==> src/rtl/dma_irq_pkg.sv <==
package dma_irq_pkg;
  localparam logic [7:0] OFS_MASK   = 8'h8c;
  localparam logic [7:0] OFS_ACK    = 8'h90;
  localparam logic [7:0] OFS_RAW    = 8'h94;
  localparam logic [7:0] OFS_MASKED = 8'h98;

  // event -> raw bit positions
  localparam int unsigned BIT_IN_DONE_A = 0;
  localparam int unsigned BIT_IN_DONE_B = 1;
  localparam int unsigned BIT_OUT_DONE  = 2;
  localparam int unsigned BIT_IN_EOP    = 3;
  localparam int unsigned NUM_SRC_BITS  = 4;

  typedef enum logic [2:0] {
    SEL_NONE,
    SEL_MASK,
    SEL_ACK,
    SEL_RAW,
    SEL_MASKED
  } reg_sel_e;
endpackage

==> src/rtl/dma_irq_decode.sv <==
module dma_irq_decode
  import dma_irq_pkg::*;
#(
  parameter int unsigned ADDR_W = 8
) (
  input  logic [ADDR_W-1:0] addr_i,
  input  logic              wr_en_i,
  output reg_sel_e          sel_o,
  output logic              wr_mask_o,
  output logic              wr_ack_o
);
  always_comb begin
    unique case (addr_i)
      ADDR_W'(OFS_MASK):   sel_o = SEL_MASK;
      ADDR_W'(OFS_ACK):    sel_o = SEL_ACK;
      ADDR_W'(OFS_RAW):    sel_o = SEL_RAW;
      ADDR_W'(OFS_MASKED): sel_o = SEL_MASKED;
      default:             sel_o = SEL_NONE;
    endcase
  end

  assign wr_mask_o = wr_en_i && (sel_o == SEL_MASK);
  assign wr_ack_o  = wr_en_i && (sel_o == SEL_ACK);
endmodule

==> src/rtl/dma_irq_raw.sv <==
module dma_irq_raw #(
  parameter int unsigned DATA_W = 32
) (
  input  logic              clk_i,
  input  logic              rst_ni,
  input  logic [DATA_W-1:0] set_i,
  input  logic [DATA_W-1:0] clr_i,
  output logic [DATA_W-1:0] raw_d_o,
  output logic [DATA_W-1:0] raw_q_o
);
  logic [DATA_W-1:0] raw_q;

  // set beats clear
  assign raw_d_o = (raw_q & ~clr_i) | set_i;

  always_ff @(posedge clk_i or negedge rst_ni) begin
    if (!rst_ni) raw_q <= '0;
    else         raw_q <= raw_d_o;
  end

  assign raw_q_o = raw_q;


  set_wins_chk: assert property (@(posedge clk_i) disable iff (!rst_ni)
    1'b1 |=> ((raw_q & $past(set_i)) == $past(set_i)));

  ack_clears_chk: assert property (@(posedge clk_i) disable iff (!rst_ni)
    1'b1 |=> ((raw_q & $past(clr_i & ~set_i)) == '0));

  sticky_chk: assert property (@(posedge clk_i) disable iff (!rst_ni)
    (clr_i == '0) |=> ((raw_q & $past(raw_q)) == $past(raw_q)));
endmodule

==> src/rtl/dma_irq_line.sv <==
module dma_irq_line #(
  parameter int unsigned DATA_W = 32
) (
  input  logic              clk_i,
  input  logic              rst_ni,
  input  logic              wr_mask_i,
  input  logic [DATA_W-1:0] wdata_i,
  input  logic [DATA_W-1:0] raw_d_i,
  input  logic [DATA_W-1:0] raw_q_i,
  output logic [DATA_W-1:0] mask_o,
  output logic [DATA_W-1:0] masked_o,
  output logic              irq_o
);
  logic [DATA_W-1:0] mask_q, mask_d;
  logic              irq_q;

  assign mask_d = wr_mask_i ? wdata_i : mask_q;

  always_ff @(posedge clk_i or negedge rst_ni) begin
    if (!rst_ni) begin
      mask_q <= '0;
      irq_q  <= 1'b0;
    end else begin
      mask_q <= mask_d;
      irq_q  <= |(raw_d_i & mask_d);  // line follows next-state values
    end
  end

  assign mask_o   = mask_q;
  assign masked_o = raw_q_i & mask_q;
  assign irq_o    = irq_q;


  mask_store_chk: assert property (@(posedge clk_i) disable iff (!rst_ni)
    wr_mask_i |=> (mask_q == $past(wdata_i)));

  mask_hold_chk: assert property (@(posedge clk_i) disable iff (!rst_ni)
    !wr_mask_i |=> $stable(mask_q));

  irq_level_chk: assert property (@(posedge clk_i) disable iff (!rst_ni)
    irq_q == ((raw_q_i & mask_q) != '0));
endmodule

==> src/rtl/dma_irq_regs.sv <==
module dma_irq_regs
  import dma_irq_pkg::*;
#(
  parameter int unsigned ADDR_W = 8,
  parameter int unsigned DATA_W = 32
) (
  input  logic              clk_i,
  input  logic              rst_ni,
  input  logic              wr_en_i,
  input  logic [ADDR_W-1:0] addr_i,
  input  logic [DATA_W-1:0] wdata_i,
  output logic [DATA_W-1:0] rdata_o,
  input  logic              out_done_i,
  input  logic              in_done_i,
  input  logic              in_eop_i,
  output logic              irq_o
);
  localparam int unsigned SRC_W = NUM_SRC_BITS;

  reg_sel_e          sel;
  logic              wr_mask, wr_ack;
  logic [DATA_W-1:0] set_vec, clr_vec, raw_d, raw_q, mask_q, masked;
  logic [SRC_W-1:0]  src_bits;

  dma_irq_decode #(.ADDR_W(ADDR_W)) u_decode (
    .addr_i    (addr_i),
    .wr_en_i   (wr_en_i),
    .sel_o     (sel),
    .wr_mask_o (wr_mask),
    .wr_ack_o  (wr_ack)
  );

  assign src_bits[BIT_IN_DONE_A] = in_done_i;
  assign src_bits[BIT_IN_DONE_B] = in_done_i;
  assign src_bits[BIT_OUT_DONE]  = out_done_i;
  assign src_bits[BIT_IN_EOP]    = in_eop_i;

  for (genvar k = 0; k < DATA_W; k++) begin : g_set
    if (k < SRC_W) begin : g_src
      assign set_vec[k] = src_bits[k];
    end else begin : g_none
      assign set_vec[k] = 1'b0;
    end
  end

  // ack is write-only: acts for one cycle, nothing stored
  assign clr_vec = wr_ack ? wdata_i : '0;

  dma_irq_raw #(.DATA_W(DATA_W)) u_raw (
    .clk_i   (clk_i),
    .rst_ni  (rst_ni),
    .set_i   (set_vec),
    .clr_i   (clr_vec),
    .raw_d_o (raw_d),
    .raw_q_o (raw_q)
  );

  dma_irq_line #(.DATA_W(DATA_W)) u_line (
    .clk_i     (clk_i),
    .rst_ni    (rst_ni),
    .wr_mask_i (wr_mask),
    .wdata_i   (wdata_i),
    .raw_d_i   (raw_d),
    .raw_q_i   (raw_q),
    .mask_o    (mask_q),
    .masked_o  (masked),
    .irq_o     (irq_o)
  );

  always_comb begin
    unique case (sel)
      SEL_MASK:   rdata_o = mask_q;
      SEL_RAW:    rdata_o = raw_q;
      SEL_MASKED: rdata_o = masked;
      default:    rdata_o = '0;
    endcase
  end


  out_done_chk: assert property (@(posedge clk_i) disable iff (!rst_ni)
    out_done_i |=> raw_q[BIT_OUT_DONE]);

  in_done_chk: assert property (@(posedge clk_i) disable iff (!rst_ni)
    in_done_i |=> (raw_q[BIT_IN_DONE_A] && raw_q[BIT_IN_DONE_B]));

  in_eop_chk: assert property (@(posedge clk_i) disable iff (!rst_ni)
    in_eop_i |=> raw_q[BIT_IN_EOP]);

  ack_reads_zero_chk: assert property (@(posedge clk_i) disable iff (!rst_ni)
    (sel == SEL_ACK) |-> (rdata_o == '0));

  raw_hold_chk: assert property (@(posedge clk_i) disable iff (!rst_ni)
    (!wr_ack && !out_done_i && !in_done_i && !in_eop_i) |=> $stable(raw_q));
endmodule

==> config.mk <==
export PLATFORM = sky130hd
export DESIGN_NAME = dma_irq_regs
export DESIGN_NICKNAME = d
export VERILOG_FILES = /design/src/rtl/dma_irq_pkg.sv /design/src/rtl/dma_irq_decode.sv /design/src/rtl/dma_irq_raw.sv /design/src/rtl/dma_irq_line.sv /design/src/rtl/dma_irq_regs.sv
export SDC_FILE = /design/constraint.sdc
export NUM_CORES = 1
export LEC_CHECK = 0
export ABC_AREA = 1
export BUFFER_PORTS_ARGS = -buffer_cell sky130_fd_sc_hd__clkbuf_2
export CORE_ASPECT_RATIO = 0.75
export CORE_MARGIN = 8
export CORE_UTILIZATION = 60
export CTS_BUF_LIST = sky130_fd_sc_hd__clkbuf_8
export DETAILED_ROUTE_END_ITERATION = 8
export GPL_ROUTABILITY_DRIVEN = 0
export HOLD_SLACK_MARGIN = 0.02
export PLACE_DENSITY = 0.87
export SYNTH_ARGS = -nofsm -noshare
export SYNTH_HDL_FRONTEND = slang
export SYNTH_SLANG_ARGS = --single-unit
==> constraint.sdc <==
create_clock -name clk_i -period 3.2 [get_ports clk_i]
set_input_delay 0.64 -clock clk_i [delete_from_list [all_inputs] [get_ports clk_i]]
set_output_delay 0.64 -clock clk_i [all_outputs]
set_load 0.02 [all_outputs]
# Yosys cells after proc, flatten, opt, wreduce, memory -nomap -nowiden
# Cells that the tools add are included.
[totals]
reg_bits = 65
inputBits = 46
[classes]
eq_ne = 8
muxes = 4
bitwise_logic = 5
n_reduce_logical = 3
[op_table]
columns = ["cell", "count"]
rows = [
  ["$and A32 B32 Y32", 3],
  ["$pmux W32 S3", 1],
  ["$mux W32", 2],
  ["$eq A8 B8 Y1 const B", 4],
  ["$not A32 Y32", 1],
  ["$or A32 B4 Y32", 1],
  ["$reduce_or A32 Y1", 1],
  ["$pmux W3 S4", 1],
  ["$eq A3 B2 Y1 const B", 2],
  ["$eq A3 B1 Y1 const B", 1],
  ["$eq A3 B3 Y1 const B", 1],
  ["$logic_and A1 B1 Y1", 2],
]

# Longest topological paths before layout
[depth]
depth_word = 10
mapped_depth = 14

# Hierarchy
# A second synthesis with hierarchy kept.
[unflattened]
hier_cells = 740
area_unflattened_um2 = 4735.8
[by_module_without_submodules]
columns = ["module", "n_inst", "cells_each", "area_each_um2", "seq_area_each_um2"]
rows = [
  ["dma_irq_line", 1, 320, 2094.5, 825.8],
  ["dma_irq_raw", 1, 160, 1281.2, 800.8],
  ["dma_irq_regs", 1, 226, 1219.9, 0.0],
  ["dma_irq_decode", 1, 34, 140.1, 0.0],
]

# Worst setup path after synthesis
# Ideal clock, no wire load.
[synth_timing]
kind = "input to output"
from = "input addr_i[3]"
to = "output rdata_o[0]"
t_arrival_ns = 1.887
slack_ns = 0.673
cell_stages = 6
n_path_buf = 1
path_cell_list = "nor3_1 -> nand4_1 -> inv_1 -> clkbuf_1 -> o21ai_0 -> o21ai_0"
[synth_between]
elab_chain_len = 4
[synth_rtl]
columns = ["item", "line_no", "rtl"]
rows = [
  ["start: declaration", "dma_irq_regs.sv:10", "input logic [ADDR_W-1:0] addr_i,"],
  ["$eq A8 B8 Y1", "dma_irq_decode.sv:13", "unique case (addr_i)"],
  ["$pmux W3 S4 *", "dma_irq_decode.sv:13", ""],
  ["$eq A3 B3 Y1, or another cell as far along", "dma_irq_regs.sv:71", "unique case (sel)"],
  ["$pmux W32 S3 *", "dma_irq_regs.sv:71", ""],
  ["end: declaration", "dma_irq_regs.sv:12", "output logic [DATA_W-1:0] rdata_o,"],
]
# Mark *: on every way between the ends. The rest lies on a longest branch, timed or not.

# Worst setup path in the final report
[layout_timing]
from = "input addr_i[3]"
to = "output rdata_o[30]"
# Same word-level chain as after synthesis.

==> summary.md <==
| Metric | Value |
|---|---|
| Status | `finished, final reports clean` |
| Synth cell types | `22` |
| Clock Path Buffers | `2` |
| CTS sink cnt | `65` |
| Arrival time of the worst setup path | `2.15 ns` |
| Antenna violations before repair | `0` |
| R2R cell count | `8` |
| Latest clock arrival within the worst-skew pair | `0.34 ns` |
| Final setup viols | `0` |
| # port buffers | `78` |
| Starting Density | `0.613` |
| ANT cells | `0` |
| Synth Instances | `490` |
| Die X | `105 um` |
| Tcrit/Tclk final | `0.873` |
| DIE AREA | `8630 um^2` |
| Post-synthesis average cell area | `7.22 um^2` |
| Vias per inst | `5.30` |
| PostCTS Resize Cnt | `0` |
| Post-synth EDFFs | `0` |
| Post-CTS setup buffers | `0` |
| Commonest cells after routing, fill and taps aside | `195 x nand2_1, 78 x clkbuf_2, 65 x dfrtp_1` |
| Antenna-violating nets left | `0` |
| Vias post-DR | `3439` |
| Post-DP HPWL | `6750 um` |
| Hold WC Path Type | `primary input to asynchronous set/reset pin` |
| CTS tree | `built` |
| RSZ-0062 raised after global routing | `no` |
| Worst Setup End Kind | `primary output` |
| Worst-path clk slew | `0.07 ns` |
| Most used DFF post-synth | `dfrtp_1` |
| Worst-Margin Slew | `0.814 ns` |
| Overall Global Routing Usage | `0.230` |
| Final core utilization | `0.727` |
| Register area share after synthesis | `0.460` |
| Setup Skew | `0.00457 ns` |
| Die Y | `82.5 um` |
| Wirelength per Cell | `14.7 um` |
| Slew margin rel. | `0.458` |
| 1st-pass router iterations | `5` |
| Layout cell share with drive strength beyond 1 | `0.233` |
| WL final | `9570 um` |
| First-pass GRT wire length | `15900 um` |
| Vias in the first global route | `3430` |
| Cell Rows | `24` |
| Post-Syn Nets | `536` |
| Synth warnings | `0` |
| Maximum vdd drop | `0.305 mV` |
| Grt ovf | `0` |
| Final Max Slew Viols | `0` |
| Async set-reset flop share out of synthesis | `1.00` |
| Post-Syn Area | `3540 um^2` |
| Pleak | `2.39 nW` |
| Worst setup SP type | `primary input` |
| Nets | `612` |
| Max-cap violations | `0` |
| Initial drt markers | `255` |
| Clock Tree Root | `clkbuf_8` |
| Core box area | `5770 um^2` |
| # DRC | `0` |
| Fin crit period | `2.79 ns` |
| P&R area growth vs syn | `18.5%` |
| Final Hold Viols | `0` |
| Number of hold buffers added after cts | `0` |
| CTS Buf Count | `9` |
| #FFs+latches synth | `65` |
| Maximum clock rate | `358 MHz` |
| Setup Total Neg Slack | `0 ns` |
| PwrDens | `420 nW/um^2` |
| Crit Path Category | `primary input to primary output` |
| CTS H-tree depth | `3` |
| Required @ worst endpoint | `2.56 ns` |
| I/O pin count | `79` |
| Largest net degree at the start of global routing | `66` |
| Most common cell after layout, fill and taps aside | `nand2_1` |
| Worst Path Max Fanout | `20` |
-- cells in the mapped netlist, types with 4 or more instances --
cell type | n | share of area
nand2_1 | 195 | 0.21
dfrtp_1 | 65 | 0.46
o21ai_0 | 61 | 0.086
inv_1 | 56 | 0.059
nand3_1 | 33 | 0.047
nand2_2 | 22 | 0.039
nor2_1 | 20 | 0.021
clkbuf_1 | 8 | 0.0085
buf_6 | 5 | 0.016
o22ai_1 | 4 | 0.0071
-- layout make-up --
| cell class | count | area (um^2) |
|---|---|---|
| clock buffers | 10 | 138 |
| flip-flops and latches | 65 | 1630 |
| fillers | 477 | 1570 |
| inverters | 56 | 210 |
| well taps | 78 | 97.6 |
| multi-input cells | 349 | 1570 |
| repair buffers | 85 | 455 |
| clock inverters | 6 | 90.1 |
-- registers in the layout (all words and copies together), names as in the netlist --
register / cells
u_line.mask_o: 32
u_line.irq_o: 1
u_raw.raw_q_o: 32
-- layer usage --
layer / up-vias / global-route usage / wire (um)
li1: 1678 / - / -
met2: 152 / 0.384 / 4370
met4: 0 / 0.0695 / 102
met1: 1596 / 0.289 / 4220
met5: - / 0 / 0
met3: 13 / 0.0667 / 880
-- cells by family after synthesis --
kind of cell,after synthesis,share of synthesized area
compound gates,68,0.101
buf+inv,76,0.0948
flops,65,0.460
simple gates,281,0.344
-- power by group --
group / switching (mW) / internal (mW)
registers: 0.0140 / 0.842
logic: 0.0780 / 0.0411
clock network: 0.324 / 0.462
total: 0.416 / 1.35
-- final timing paths --
path	startpoint	end	slack, ns
worst max register to register	u_line.mask_o[3]	u_line.irq_o	2.05
max in group asynchronous	rst_ni	u_line.mask_o[26]	2.20
worst min register to register	u_raw.raw_q_o[9]	u_raw.raw_q_o[9]	0.49
min in group clk_i	u_raw.raw_q_o[9]	u_raw.raw_q_o[9]	0.49
worst min-delay path	rst_ni	u_line.mask_o[21]	0.48
worst max-delay path	addr_i[3]	rdata_o[30]	0.41
-- worst max-delay path, stage by stage --
cell	delay, ns
clkbuf_2	0.13
nor3_1	0.33
nand4_1	0.14
inv_1	0.10
buf_4	0.25
o21ai_0	0.10
o21ai_0	0.23
clkbuf_2	0.23
-- metrics by stage --
step	power (mW)	area, um^2	cells	hold WS (ns)	setup WS (ns)
after CTS	1.77	4190	649	0.491	0.425
final	1.76	4190	649	0.475	0.406
after detailed placement	0.990	3960	633	0.473	0.441
after global placement	0.984	3960	633	0.464	0.458
after global routing	1.82	4190	649	0.510	0.268
after floorplan	0.920	3540	490	0.344	0.673
(Power assumes the default switching activity.)
